`config.mk`:
```
export PLATFORM = sky130hd
export DESIGN_NAME = jtag_bkpt_tap
export DESIGN_NICKNAME = d
export VERILOG_FILES = /design/src/rtl/jtag_tap_pkg.sv /design/src/rtl/tap_ctrl.sv /design/src/rtl/tap_dpath.sv /design/src/rtl/jtag_bkpt_tap.sv
export SDC_FILE = /design/constraint.sdc
export NUM_CORES = 1
export LEC_CHECK = 0
export BUFFER_PORTS_ARGS = -buffer_cell sky130_fd_sc_hd__buf_4
export CORE_MARGIN = 5
export CORE_UTILIZATION = 58
export DETAILED_ROUTE_END_ITERATION = 8
export HOLD_SLACK_MARGIN = 0.12
export PLACE_DENSITY_LB_ADDON = 0.12
export SLEW_MARGIN = 20
export SYNTH_ARGS = -nofsm -noshare
export SYNTH_HDL_FRONTEND = slang
export SYNTH_SLANG_ARGS = --single-unit
```
`constraint.sdc`:
```
create_clock -name tck -period 1.89 [get_ports tck]
set_input_delay 0.189 -clock tck [delete_from_list [all_inputs] [get_ports tck]]
set_output_delay 0.189 -clock tck [all_outputs]
set_load 0.02 [all_outputs]
```
`src/rtl/jtag_tap_pkg.sv`:
```
package jtag_tap_pkg;

  // Standard sixteen-state controller encoding
  typedef enum logic [3:0] {
    ST_RESET  = 4'hF,
    ST_IDLE   = 4'hC,
    ST_SELDR  = 4'h7,
    ST_CAPDR  = 4'h6,
    ST_SHDR   = 4'h2,
    ST_EX1DR  = 4'h1,
    ST_PAUDR  = 4'h3,
    ST_EX2DR  = 4'h0,
    ST_UPDDR  = 4'h5,
    ST_SELIR  = 4'h4,
    ST_CAPIR  = 4'hE,
    ST_SHIR   = 4'hA,
    ST_EX1IR  = 4'h9,
    ST_PAUIR  = 4'hB,
    ST_EX2IR  = 4'h8,
    ST_UPDIR  = 4'hD
  } tapState_e;

  // Strobes from control to datapath
  typedef struct packed {
    logic captureDr;
    logic shiftDr;
    logic updateDr;
    logic shiftIr;
    logic selIdcode;
    logic selBkpt;
  } drStrobe_t;

endpackage

```
`src/rtl/tap_ctrl.sv`:
```
module tap_ctrl
  import jtag_tap_pkg::*;
#(
  parameter int IR_W = 4,
  parameter logic [IR_W-1:0] OP_IDCODE  = 4'b0001,
  parameter logic [IR_W-1:0] OP_BKPT    = 4'b0010,
  parameter logic [IR_W-1:0] IR_CAPTURE = 4'b0101
) (
  input  logic            tck,
  input  logic            trstN,
  input  logic            tms,
  input  logic            tdi,
  output tapState_e       tapState,
  output logic [IR_W-1:0] irReg,
  output logic            irSerial,
  output drStrobe_t       strobe
);

  tapState_e nextState;
  logic [IR_W-1:0] irShift;

  always_comb begin
    case (tapState)
      ST_RESET: nextState = tms ? ST_RESET : ST_IDLE;
      ST_IDLE:  nextState = tms ? ST_SELDR : ST_IDLE;
      ST_SELDR: nextState = tms ? ST_SELIR : ST_CAPDR;
      ST_CAPDR: nextState = tms ? ST_EX1DR : ST_SHDR;
      ST_SHDR:  nextState = tms ? ST_EX1DR : ST_SHDR;
      ST_EX1DR: nextState = tms ? ST_UPDDR : ST_PAUDR;
      ST_PAUDR: nextState = tms ? ST_EX2DR : ST_PAUDR;
      ST_EX2DR: nextState = tms ? ST_UPDDR : ST_SHDR;
      ST_UPDDR: nextState = tms ? ST_SELDR : ST_IDLE;
      ST_SELIR: nextState = tms ? ST_RESET : ST_CAPIR;
      ST_CAPIR: nextState = tms ? ST_EX1IR : ST_SHIR;
      ST_SHIR:  nextState = tms ? ST_EX1IR : ST_SHIR;
      ST_EX1IR: nextState = tms ? ST_UPDIR : ST_PAUIR;
      ST_PAUIR: nextState = tms ? ST_EX2IR : ST_PAUIR;
      ST_EX2IR: nextState = tms ? ST_UPDIR : ST_SHIR;
      ST_UPDIR: nextState = tms ? ST_SELDR : ST_IDLE;
      default:  nextState = ST_RESET;
    endcase
  end

  always_ff @(posedge tck or negedge trstN) begin
    if (!trstN) tapState <= ST_RESET;
    else        tapState <= nextState;
  end

  // Instruction shift and hold registers
  always_ff @(posedge tck or negedge trstN) begin
    if (!trstN) begin
      irShift <= '0;
      irReg   <= OP_IDCODE;
    end else begin
      if (tapState == ST_CAPIR)     irShift <= IR_CAPTURE;
      else if (tapState == ST_SHIR) irShift <= {tdi, irShift[IR_W-1:1]};

      if (tapState == ST_RESET)      irReg <= OP_IDCODE;
      else if (tapState == ST_UPDIR) irReg <= irShift;
    end
  end

  assign irSerial = irShift[0];

  always_comb begin
    strobe.captureDr = (tapState == ST_CAPDR);
    strobe.shiftDr   = (tapState == ST_SHDR);
    strobe.updateDr  = (tapState == ST_UPDDR);
    strobe.shiftIr   = (tapState == ST_SHIR);
    strobe.selIdcode = (irReg == OP_IDCODE);
    strobe.selBkpt   = (irReg == OP_BKPT);
  end

endmodule

```
`src/rtl/tap_dpath.sv`:
```
module tap_dpath
  import jtag_tap_pkg::*;
#(
  parameter int DR_W = 32,
  parameter logic [DR_W-1:0] IDCODE_VAL = 32'h1
) (
  input  logic            tck,
  input  logic            trstN,
  input  logic            tdi,
  input  drStrobe_t       strobe,
  input  logic            irSerial,
  output logic            tdo,
  output logic            tdoEn,
  output logic [DR_W-1:0] bkptAddr,
  output logic            bkptValid
);

  logic [DR_W-1:0] drShift;
  logic            bypassBit;
  logic            serialOut;

  always_ff @(posedge tck or negedge trstN) begin
    if (!trstN) begin
      drShift   <= '0;
      bypassBit <= 1'b0;
      bkptAddr  <= '0;
      bkptValid <= 1'b0;
    end else begin
      bkptValid <= strobe.updateDr & strobe.selBkpt;
      if (strobe.updateDr && strobe.selBkpt) bkptAddr <= drShift;
      if (strobe.captureDr) begin
        if (strobe.selIdcode)    drShift <= IDCODE_VAL;
        else if (strobe.selBkpt) drShift <= bkptAddr;
        bypassBit <= 1'b0;
      end else if (strobe.shiftDr) begin
        drShift   <= {tdi, drShift[DR_W-1:1]};
        bypassBit <= tdi;
      end
    end
  end

  always_comb begin
    if (strobe.shiftIr)                          serialOut = irSerial;
    else if (strobe.selIdcode || strobe.selBkpt) serialOut = drShift[0];
    else                                         serialOut = bypassBit;
  end

  // Output retimed to the falling edge
  always_ff @(negedge tck or negedge trstN) begin
    if (!trstN) begin
      tdo   <= 1'b0;
      tdoEn <= 1'b0;
    end else begin
      tdo   <= serialOut;
      tdoEn <= strobe.shiftIr | strobe.shiftDr;
    end
  end

endmodule

```
`src/rtl/jtag_bkpt_tap.sv`:
```
module jtag_bkpt_tap
  import jtag_tap_pkg::*;
#(
  parameter int IR_W = 4,
  parameter int DR_W = 32,
  parameter logic [3:0]  ID_VERSION = 4'h3,
  parameter logic [15:0] ID_PART    = 16'hA5C1,
  parameter logic [10:0] ID_MFR     = 11'h2B5,
  parameter logic [IR_W-1:0] OP_IDCODE  = 4'b0001,
  parameter logic [IR_W-1:0] OP_BKPT    = 4'b0010,
  parameter logic [IR_W-1:0] IR_CAPTURE = 4'b0101
) (
  input  logic            tck,
  input  logic            trstN,
  input  logic            tms,
  input  logic            tdi,
  output logic            tdo,
  output logic            tdoEn,
  output logic [DR_W-1:0] bkptAddr,
  output logic            bkptValid
);

  localparam logic [DR_W-1:0] IDCODE_VAL = DR_W'({ID_VERSION, ID_PART, ID_MFR, 1'b1});

  tapState_e       tapState;
  logic [IR_W-1:0] irReg;
  logic            irSerial;
  drStrobe_t       strobe;

  tap_ctrl #(
    .IR_W(IR_W), .OP_IDCODE(OP_IDCODE), .OP_BKPT(OP_BKPT), .IR_CAPTURE(IR_CAPTURE)
  ) uCtrl (
    .tck(tck), .trstN(trstN), .tms(tms), .tdi(tdi),
    .tapState(tapState), .irReg(irReg), .irSerial(irSerial), .strobe(strobe)
  );

  tap_dpath #(
    .DR_W(DR_W), .IDCODE_VAL(IDCODE_VAL)
  ) uDpath (
    .tck(tck), .trstN(trstN), .tdi(tdi), .strobe(strobe), .irSerial(irSerial),
    .tdo(tdo), .tdoEn(tdoEn), .bkptAddr(bkptAddr), .bkptValid(bkptValid)
  );

endmodule

```
==> results of run 1 <==
[layout by cell type (no fill, tap or decap), drive strengths merged]
cell type	n
inv	4
clkbuf	11
dfrtn	2
clkinv	2
a31oi	1
and3	1
o21ai	76
a21boi	1
bufinv	1
or2	1
nand2	17
nor3b	1
nor3	1
nor2	7
o22ai	16
buf	70
o211ai	1
a22oi	16
dfstp	5
mux2i	1
or4b	1
a31o	1
nand3b	1
mux2	32
dfrtp	73
dlygate4sd3	2
a211oi	1
nand3	3
a21oi	2
clkinvlp	2
nand2b	4
or2b	1
xor2	1
o21a	1
[state kept, by name, summed over array words and instances, names as in the netlist]
name              cells
uDpath.bkptValid      1
uDpath.bypassBit      1
uCtrl.tapState        4
uDpath.tdoEn          1
uCtrl.irReg           4
uDpath.bkptAddr      32
uCtrl.irShift         4
uDpath.tdo            1
uDpath.drShift       32
[path summary, 6_finish.rpt]
path,start,endpoint,depth (start not counted)
setup / recovery,uCtrl.irReg[0],uDpath.tdo,4
hold / removal,tdi,uCtrl.irShift[3],3
setup reg to reg,uCtrl.irReg[0],uDpath.tdo,4
hold reg to reg,uCtrl.irShift[1],uCtrl.irShift[1],2
max in group asynchronous,trstN,uDpath.tdoEn,2
min in group asynchronous,trstN,uCtrl.irReg[1],3
[metal layers]
metal  track usage (%)  wire [um]  up-vias
li1                  -          -     1197
met1              31.3       3360     1312
met2              34.0       3900       65
met3              5.39        365        7
met4              6.83         74        0
met5                 0          0        -
[kinds of logic (layout without fill, tap and decap cells)]
| kind of cell | count (synthesis) | count (layout) |
|---|---|---|
| AOI/OAI and AO/OA | 116 | 116 |
| xor gates and xnor gates | 1 | 1 |
| and+or+nand+nor | 38 | 38 |
| buffers and inverters | 28 | 92 |
| muxes | 33 | 33 |
| DFF | 80 | 80 |
[synth_stat cells]
master / number / area [sq um]
dfrtp_1: 73 / 1830
a21boi_0: 1 / 7.51
a22oi_2: 9 / 113
a31o_2: 1 / 8.76
a31oi_1: 1 / 6.26
o22ai_1: 16 / 100
inv_1: 4 / 15.0
nand3b_1: 1 / 7.51
o21ai_0: 64 / 320
dfrtn_1: 2 / 50.1
xor2_1: 1 / 8.76
nand2_1: 17 / 63.8
o21a_1: 1 / 7.51
and3_1: 1 / 6.26
nand3_2: 2 / 20.0
clkdlybuf4s15_2: 1 / 11.3
dfstp_2: 5 / 131
a211oi_1: 1 / 7.51
nor3b_4: 1 / 18.8
a22oi_4: 1 / 21.3
nor3_1: 1 / 5.00
nand3_1: 1 / 5.00
o211ai_1: 1 / 7.51
buf_2: 4 / 20.0
buf_12: 1 / 20.0
or4b_4: 1 / 13.8
a21oi_1: 2 / 10.0
nor2_1: 7 / 26.3
clkbuf_1: 8 / 30.0
o21ai_1: 12 / 60.1
or2b_2: 1 / 8.76
or2_1: 1 / 6.26
clkbuf_2: 4 / 20.0
nand2b_1: 4 / 25.0
buf_4: 3 / 22.5
a22oi_1: 6 / 45.0
buf_6: 2 / 22.5
mux2_2: 32 / 360
clkbuf_8: 1 / 13.8
mux2i_1: 1 / 10.0
[metrics by stage]
step	worst slack [ns]	util [%]	total power [mW]	std cells	hold WS [ns]
2_1_floorplan	-0.294	-	4.16	296	-0.107
3_3_place_gp	-0.201	67.3	4.95	414	0.247
3_5_place_dp	-0.248	67.3	5.04	414	0.248
4_1_cts	-0.263	71.7	6.40	433	0.164
5_1_grt	-0.346	73.3	7.04	435	0.189
6_report	-0.289	73.3	6.59	435	0.183
[power groups by stage]
| stage | clock network [mW] | registers, mW | logic [mW] |
|---|---|---|---|
| after detailed placement | 0 | 2.63 | 2.41 |
| after floorplan | 0 | 2.67 | 1.49 |
| after global placement | 0 | 2.61 | 2.34 |
| after CTS | 1.31 | 2.61 | 2.48 |
| after global routing | 1.40 | 2.70 | 2.94 |
| final | 1.29 | 2.63 | 2.68 |
[timing repair]
item                                    CTS  global route
hold endpoints to repair                 74             0
pin swaps                                 2             7
hold buffers                              2             0
gates resized for setup                   7            31
endpoints found under the setup margin   14            25
cloned                                    0             0
buffers inserted                          1             3
[worst max-delay path, stage by stage (launching register included)]
cell and delay [ns]:
dfstp_2 0.55, xor2_1 0.18, nand2_1 0.09, mux2i_1 0.18, o21ai_1 0.08
[layout make-up]
type                    instances  area, sq um  area share, %
flip-flops and latches         80         2010           46.5
multi-input cells             188         1380           32.0
repair buffers                 72          613           14.2
clock buffers                  11          151           3.51
well taps                      75         93.8           2.17
clock inverters                 5         55.1           1.28
inverters                       4         15.0          0.348
==> metrics.yaml, run 1 <==
drt_iter0_drc: 159
required_ns: 1.12
grt_pass1_vias: 2572
startpoint_type: "register"
yosys_register_bits: 80
stdcell_area_sq_um: 4320
num_rows: 28
critical_path_class: "reg -> reg"
synth_fp_nets: 300
post_drt_wl_per_cell_um: 17.7
antennaDiodeCount: 0
maxSlewHeadroom_pct: 58.2
grt_pass1_wl_um: 13100
coreArea_sq_um: 5890
synth-compound-area-share_pct: 20.5
fin_ws_ns: -0.289
dieHeight_um: 87.5
die_w_um: 87.5
synthesis.area_sq_um: 3480
wirelength_um: 7700
dr.pass1.iters: 4
setup_violations: 11
p_sw_mw: 2.44
placed_area_sq_um: 3960
cts.sinks: 80
antenna_found_initial: 0
worstMarginPinSlew_ns: 0.627
clk_latency_ns: 0.35
remaining_drc_errors: 0
area_growth_pct: 23.9
synth_xor_xnor_area_share_pct: 0.251
cts_buffer_depth: 2
clk_pin_slew_ns: 0.08
p_int_mw: 4.15
syn_avg_cell_area_sq_um: 11.8
hpwl_um: 4920
groute.usage.overall_pct: 22.2
initial_core_util_pct: 59.2
synthMuxAreaShare_pct: 10.6
reg2reg_slack_ns: -0.29
num-nets-final: 359
setup-tns-final_ns: -0.662
seq_power_share_pct: 39.9
die-area_sq_um: 7660
synth_top_family_by_area: "compound AO/OA/AOI/OAI gates"
synth_fa_ha_area_share_pct: 0
drv_cap: 0
endpoint_kind: "register"
ir_drop_uv: 926
power.density_nw_per_um2: 1530
yosys.area_share.simple_pct: 5.93
io_pins: 39
worst_clock_skew_ns: 0.0148
grt_start_max_net_pins: 52
gp_congestion: 0.825
maxSlewViolCount: 0
fillers: 423
hold_violations: 0
status: "finished with violations"
syn_inst: 296
numCtsBuffers: 9
synth_cell_type_count: 40
violations: "negative setup slack"
switching_share_pct: 37.0
yosysWarnings: 0
drive_above_1_share_pct: 41.9
min_path_type: "in -> reg"
detail-route-antenna-nets: 0
seq_area_frac_synth_pct: 57.7
cts-root-buf: "clkbuf_8"
crit_fanout: 2
via_per_inst: 5.93
clkPwrFrac_pct: 19.5
cts_tree: "yes"
p_leak_nw: 2.07
cp_data_arrival_time_ns: 1.41
comb_power_share_pct: 40.6
routed-via-count: 2581
numPortBuffers: 38
gr-total-overflow: 0
rsz0062_at_grt: "true"
cts-htree-levels: 3
Note: power is estimated with default switching activity, not from simulation.
==> inputs of run 2 (changes only) <==
--- a/config.mk
+++ b/config.mk
@@ -11,6 +11,7 @@
 export DETAILED_ROUTE_END_ITERATION = 8
 export HOLD_SLACK_MARGIN = 0.12
 export PLACE_DENSITY_LB_ADDON = 0.12
+export SKIP_LAST_GASP = 1
 export SLEW_MARGIN = 20
 export SYNTH_ARGS = -nofsm -noshare
 export SYNTH_HDL_FRONTEND = slang
==> run 2 against run 1 <==
  * The flow still finishes with violations (negative setup slack)
  * Largest cell class unchanged
  * Via count decreased by 1.1%
  * Wire length decreased by 0.91%
  * Non-clock buffer count unchanged
==> metrics.yaml, run 2 (synthesis gave the netlist of run 1 again) <==
final_cell_mix: "73 x dfrtp_1, 60 x buf_4, 49 x o21ai_0"
violations: "negative setup slack"
num_rows: 28
fin_ws_ns: -0.293
io_pins: 39
antennaDiodeCount: 0
p_leak_nw: 2.06
num-nets-final: 359
groute.usage.overall_pct: 22.2
die-area_sq_um: 7660
cts_tree: "yes"
final_util_pct: 72.6
initial_core_util_pct: 59.2
final_common_cell: "dfrtp_1"
area_growth_pct: 22.6
fillers: 427
cts.sinks: 80
use_met3_pct: 5.39
crit_fanout: 2
required_ns: 1.12
cts-root-buf: "clkbuf_8"
via_per_inst: 5.87
seq_power_share_pct: 40.1
placed_area_sq_um: 3960
cp_slowest_stage_delay_ns: 0.55
cts_buffer_depth: 2
busiest_layer: "met2"
coreArea_sq_um: 5890
min_path_type: "in -> reg"
gr-total-overflow: 0
remaining_drc_errors: 0
die_w_um: 87.5
cts-htree-levels: 3
total_power_mw: 6.51
detail-route-antenna-nets: 0
grt_pass1_vias: 2572
status: "finished with violations"
stdcell_area_sq_um: 4270
numCtsBuffers: 9
worstMarginPinSlew_ns: 0.631
dieHeight_um: 87.5
clk_pin_slew_ns: 0.08
use_met1_pct: 31.3
endpoint_kind: "register"
clkPwrFrac_pct: 19.7
p_int_mw: 4.10
met2_usage_pct: 34.0
worst_clock_skew_ns: 0.0140
p_sw_mw: 2.41
critical_path_class: "reg -> reg"
numPortBuffers: 38
drt_iter0_drc: 168
drv_cap: 0
worstPathCellList: "xor2_1 > nand2_1 > mux2i_1 > o21ai_1"
wirelength_um: 7630
power.density_nw_per_um2: 1520
grt_start_max_net_pins: 52
routed-via-count: 2552
post_drt_wl_per_cell_um: 17.5
startpoint_type: "register"
antenna_found_initial: 0
dr.pass1.iters: 4
grt_pass1_wl_um: 13100
gp_congestion: 0.825
hold_slack_ns: 0.183
switching_share_pct: 37.0
maxSlewHeadroom_pct: 57.9
clk_latency_ns: 0.34
maxSlewViolCount: 0
drive_above_1_share_pct: 40.0
hold_violations: 0
hpwl_um: 4920
top_regs: "uDpath.bkptAddr (32), uDpath.drShift (32)"
ir_drop_uv: 938
cp_data_arrival_time_ns: 1.42
dp_slack_ns: -0.248
comb_power_share_pct: 40.2
rsz0062_at_grt: "true"
setup_violations: 13
critPathSlowestCell: "dfstp_2"
-- run 2: changes by cell type in the layout (fill, tap and decap cells not counted) --
cell,delta
a21boi_0,+1
o22ai_2,-7
a21boi_1,-1
o22ai_1,+7
-- run 2: worst paths after layout --
check	from	to	slack [ns]	cells after the start
min	tdi	uCtrl.irShift[3]	0.18	3
max in group asynchronous	trstN	uDpath.tdo	0.75	2
min in group asynchronous	trstN	uCtrl.irReg[1]	0.41	3
max reg2reg	uCtrl.irReg[0]	uDpath.tdo	-0.29	4
min reg2reg	uCtrl.irShift[1]	uCtrl.irShift[1]	0.52	2
max	uCtrl.irReg[0]	uDpath.tdo	-0.29	4
-- run 2: cell type report --
type	count	area [sq um]	area share, %
Sequential cell	80	2010	47.0
Clock buffer	11	151	3.54
Multi-Input combinational cell	188	1340	31.3
Timing Repair Buffer	72	613	14.4
Clock inverter	5	55.1	1.29
Inverter	4	15.0	0.351
Tap cell	75	93.8	2.20
-- run 2: through the flow --
stage | TNS (ns) | cells
finish | -0.672 | 435
global route | -1.80 | 435
CTS | -0.567 | 433
detailed placement | -0.874 | 414
global placement | -0.483 | 414
floorplan | -0.309 | 296
-- run 2: repair_timing --
| action | CTS | global route |
|---|---|---|
| endpoints found under the hold margin | 74 | 0 |
| hold buffers | 2 | 0 |
| setup endpoints to repair | 14 | 35 |
| pin swaps | 2 | 4 |
| resized for setup | 6 | 24 |
| buffers inserted | 1 | 3 |
-- run 2: layer usage --
metal	wire length, um	vias to the layer above
li1	-	1193
met5	0	-
met1	3360	1288
met4	76	0
met2	3820	64
met3	379	7
-- run 2: worst max-delay path, delay by kind of cell (launching register included) --
kind	cells	cell delay [ns]
DFF	1	0.55
xor gates and xnor gates	1	0.18
muxes	1	0.18
and+or+nand+nor	1	0.09
AOI/OAI and AO/OA	1	0.08
-- run 2: power groups by stage --
stage,clock (mW),combinational [mW],sequential [mW]
detailed placement,0,2.41,2.63
global route,1.40,2.86,2.68
global placement,0,2.34,2.61
finish,1.28,2.62,2.61
CTS,1.31,2.48,2.61
floorplan,0,1.49,2.67
==> inputs of run 3 (changes only) <==
--- a/config.mk
+++ b/config.mk
@@ -15,4 +15,5 @@
 export SLEW_MARGIN = 20
 export SYNTH_ARGS = -nofsm -noshare
 export SYNTH_HDL_FRONTEND = slang
+export SYNTH_HIERARCHICAL = 1
 export SYNTH_SLANG_ARGS = --single-unit
==> run 3 against run 2 <==
  * The run still ends with negative setup slack left
  * Via count decreased by 5.6%
  * Cell area is 6.6% higher
  * Core utilization up 4.4 points
  * Synthesized cell count is 2.0% lower
  * Clock skew barely moved
  * Register-to-register slack lost 0.08 ns
  * First-iteration DRC count fell by 29%
  * Cell count increased by 0.92%
  * Sequential power about the same
  * Combinational power up 2%
  * Largest cell class unchanged
  * Largest power group unchanged
==> metrics.yaml, run 3 <==
status: "finished with violations"
violations: "negative setup slack"
cts_tree: "yes"
initial_core_util_pct: 59.4
drt_iter0_drc: 120
startpoint_type: "register"
grt_pass1_wl_um: 12500
critPathBufInv: 0
p_leak_nw: 2.35
groute.usage.overall_pct: 21.2
synthTopCellsByCount: "73 x dfrtp_1, 29 x nand2_1, 20 x mux2_2"
final_cell_mix: "73 x dfrtp_1, 59 x buf_4, 29 x nand2_1"
remaining_drc_errors: 0
top_regs: "uDpath/bkptAddr (32), uDpath/drShift (32)"
drive_above_1_share_pct: 39.8
grt_pass1_vias: 2458
ir_drop_uv: 859
wirelength_um: 7550
yosys.area.top_type: "dfrtp_1"
stdcell_area_sq_um: 4560
min_path_type: "in -> async"
antenna_found_initial: 0
cts_buffer_depth: 2
cp_data_arrival_time_ns: 1.50
gr-total-overflow: 0
synth_edf_count: 0
clk_latency_ns: 0.34
critPathSlowestCell: "dfstp_2"
die_w_um: 87.9
ys_async_sr_fraction_pct: 100
hold_slack_ns: 0.290
power.density_nw_per_um2: 1500
synthTopCellsByArea: "dfrtp_1 52%, mux2_2 6.4%, mux2_4 6.4%, mux2i_1 4.8%, a22o_1 3.7%"
synth_top_flop_cell: "dfrtp_1"
gp_congestion: 0.772
synthesis.area_sq_um: 3520
synth_fp_nets: 294
numCtsBuffers: 9
post_drt_wl_per_cell_um: 17.2
antennaDiodeCount: 0
total_power_mw: 6.85
hpwl_um: 4720
synth_top_cell_area_share_pct: 51.9
synth.most_common_cell: "dfrtp_1"
numPortBuffers: 38
placed_area_sq_um: 4060
cts-htree-levels: 3
fin_cells: 439
synth_cell_type_count: 33
die-area_sq_um: 7720
yosysWarnings: 6
setup_violations: 45
endpoint_kind: "register"
critical_path_class: "reg -> reg"
dr.pass1.iters: 4
grt_start_max_net_pins: 49
via_per_inst: 5.49
num-nets-final: 363
final_util_pct: 76.9
hold_violations: 0
yosys_register_bits: 80
worst_clock_skew_ns: 0.0140
maxSlewViolCount: 0
clk_pin_slew_ns: 0.08
cts.sinks: 80
fin_ws_ns: -0.376
dp_cells: 407
dp_slack_ns: -0.296
maxSlewHeadroom_pct: 75.6
area_growth_pct: 29.5
routed-via-count: 2409
dieHeight_um: 87.9
cp_slowest_stage_delay_ns: 0.57
worstPathCellList: "nor4b_4 > nor2_2 > mux2i_1 > o21ai_1"
rsz0062_at_grt: "true"
coreArea_sq_um: 5920
final_common_cell: "dfrtp_1"
cp_top_family: "flip-flops"
num_rows: 28
syn_avg_cell_area_sq_um: 12.1
worstMarginPinSlew_ns: 0.365
syn_inst: 290
crit_fanout: 3
io_pins: 39
seq_area_frac_synth_pct: 57.1
required_ns: 1.12
drv_cap: 0
cts-root-buf: "clkbuf_8"
detail-route-antenna-nets: 0
setup-tns-final_ns: -4.75
-- run 3: cell types whose count changed after synthesis, moves of 15 or more --
cell | previous run | this run
o21ai_0 | 64 | 18
mux2i_1 | 1 | 17
a22o_1 | 0 | 15
inv_1 | 4 | 19
mux2_4 | 0 | 15
-- run 3: cells by family after synthesis --
logic type	count (synthesis)	synth area share, %
multiplexers	52	17.6
AND/OR/NAND/NOR	56	8.22
AO/OA/AOI/OAI	65	11.8
buffers and inverters	37	5.23
flip-flops	80	57.1
-- run 3: per-layer routing --
| layer | GRT usage, % | up-vias | wire length, um |
|---|---|---|---|
| li1 | - | 1146 | - |
| met1 | 29.5 | 1201 | 3450 |
| met2 | 33.6 | 57 | 3690 |
| met3 | 6.68 | 5 | 350 |
| met4 | 3.35 | 0 | 48 |
| met5 | 0 | - | 0 |
-- run 3: final timing paths --
check / startpoint / end / slack [ns] / cells past startpoint
setup / recovery: uCtrl/irReg[0] / uDpath/tdo / -0.38 / 4
min in group tck: uDpath/bkptAddr[6] / uDpath/bkptAddr[6] / 0.52 / 2
setup reg to reg: uCtrl/irReg[0] / uDpath/tdo / -0.38 / 4
hold / removal: trstN / uCtrl/irReg[2] / 0.29 / 2
max in group asynchronous: trstN / uDpath/tdo / 0.47 / 2
hold reg to reg: uDpath/bkptAddr[6] / uDpath/bkptAddr[6] / 0.52 / 2
-- run 3: where the power goes --
part	leakage (nW)	switching, mW	internal [mW]
Combinational	1.16	1.18	1.50
Clock	0.127	0.626	0.920
Sequential	1.07	0.400	2.22
Total	2.35	2.21	4.64
-- run 3: layout make-up --
class,instances,area (sq um)
clock buffers,10,138
clock inverters,6,116
fillers,390,1370
inverters,19,73.8
multi-input cells,174,1430
flip-flops and latches,80,2010
well taps,75,93.8
repair buffers,75,696
-- run 3: repair_timing --
action	in CTS	in global routing
hold buffers	3	0
pin swaps	5	3
resized for setup	8	12
buffers inserted	7	4
endpoints found under the hold margin	28	0
cloned	2	1
setup endpoints to repair	53	68
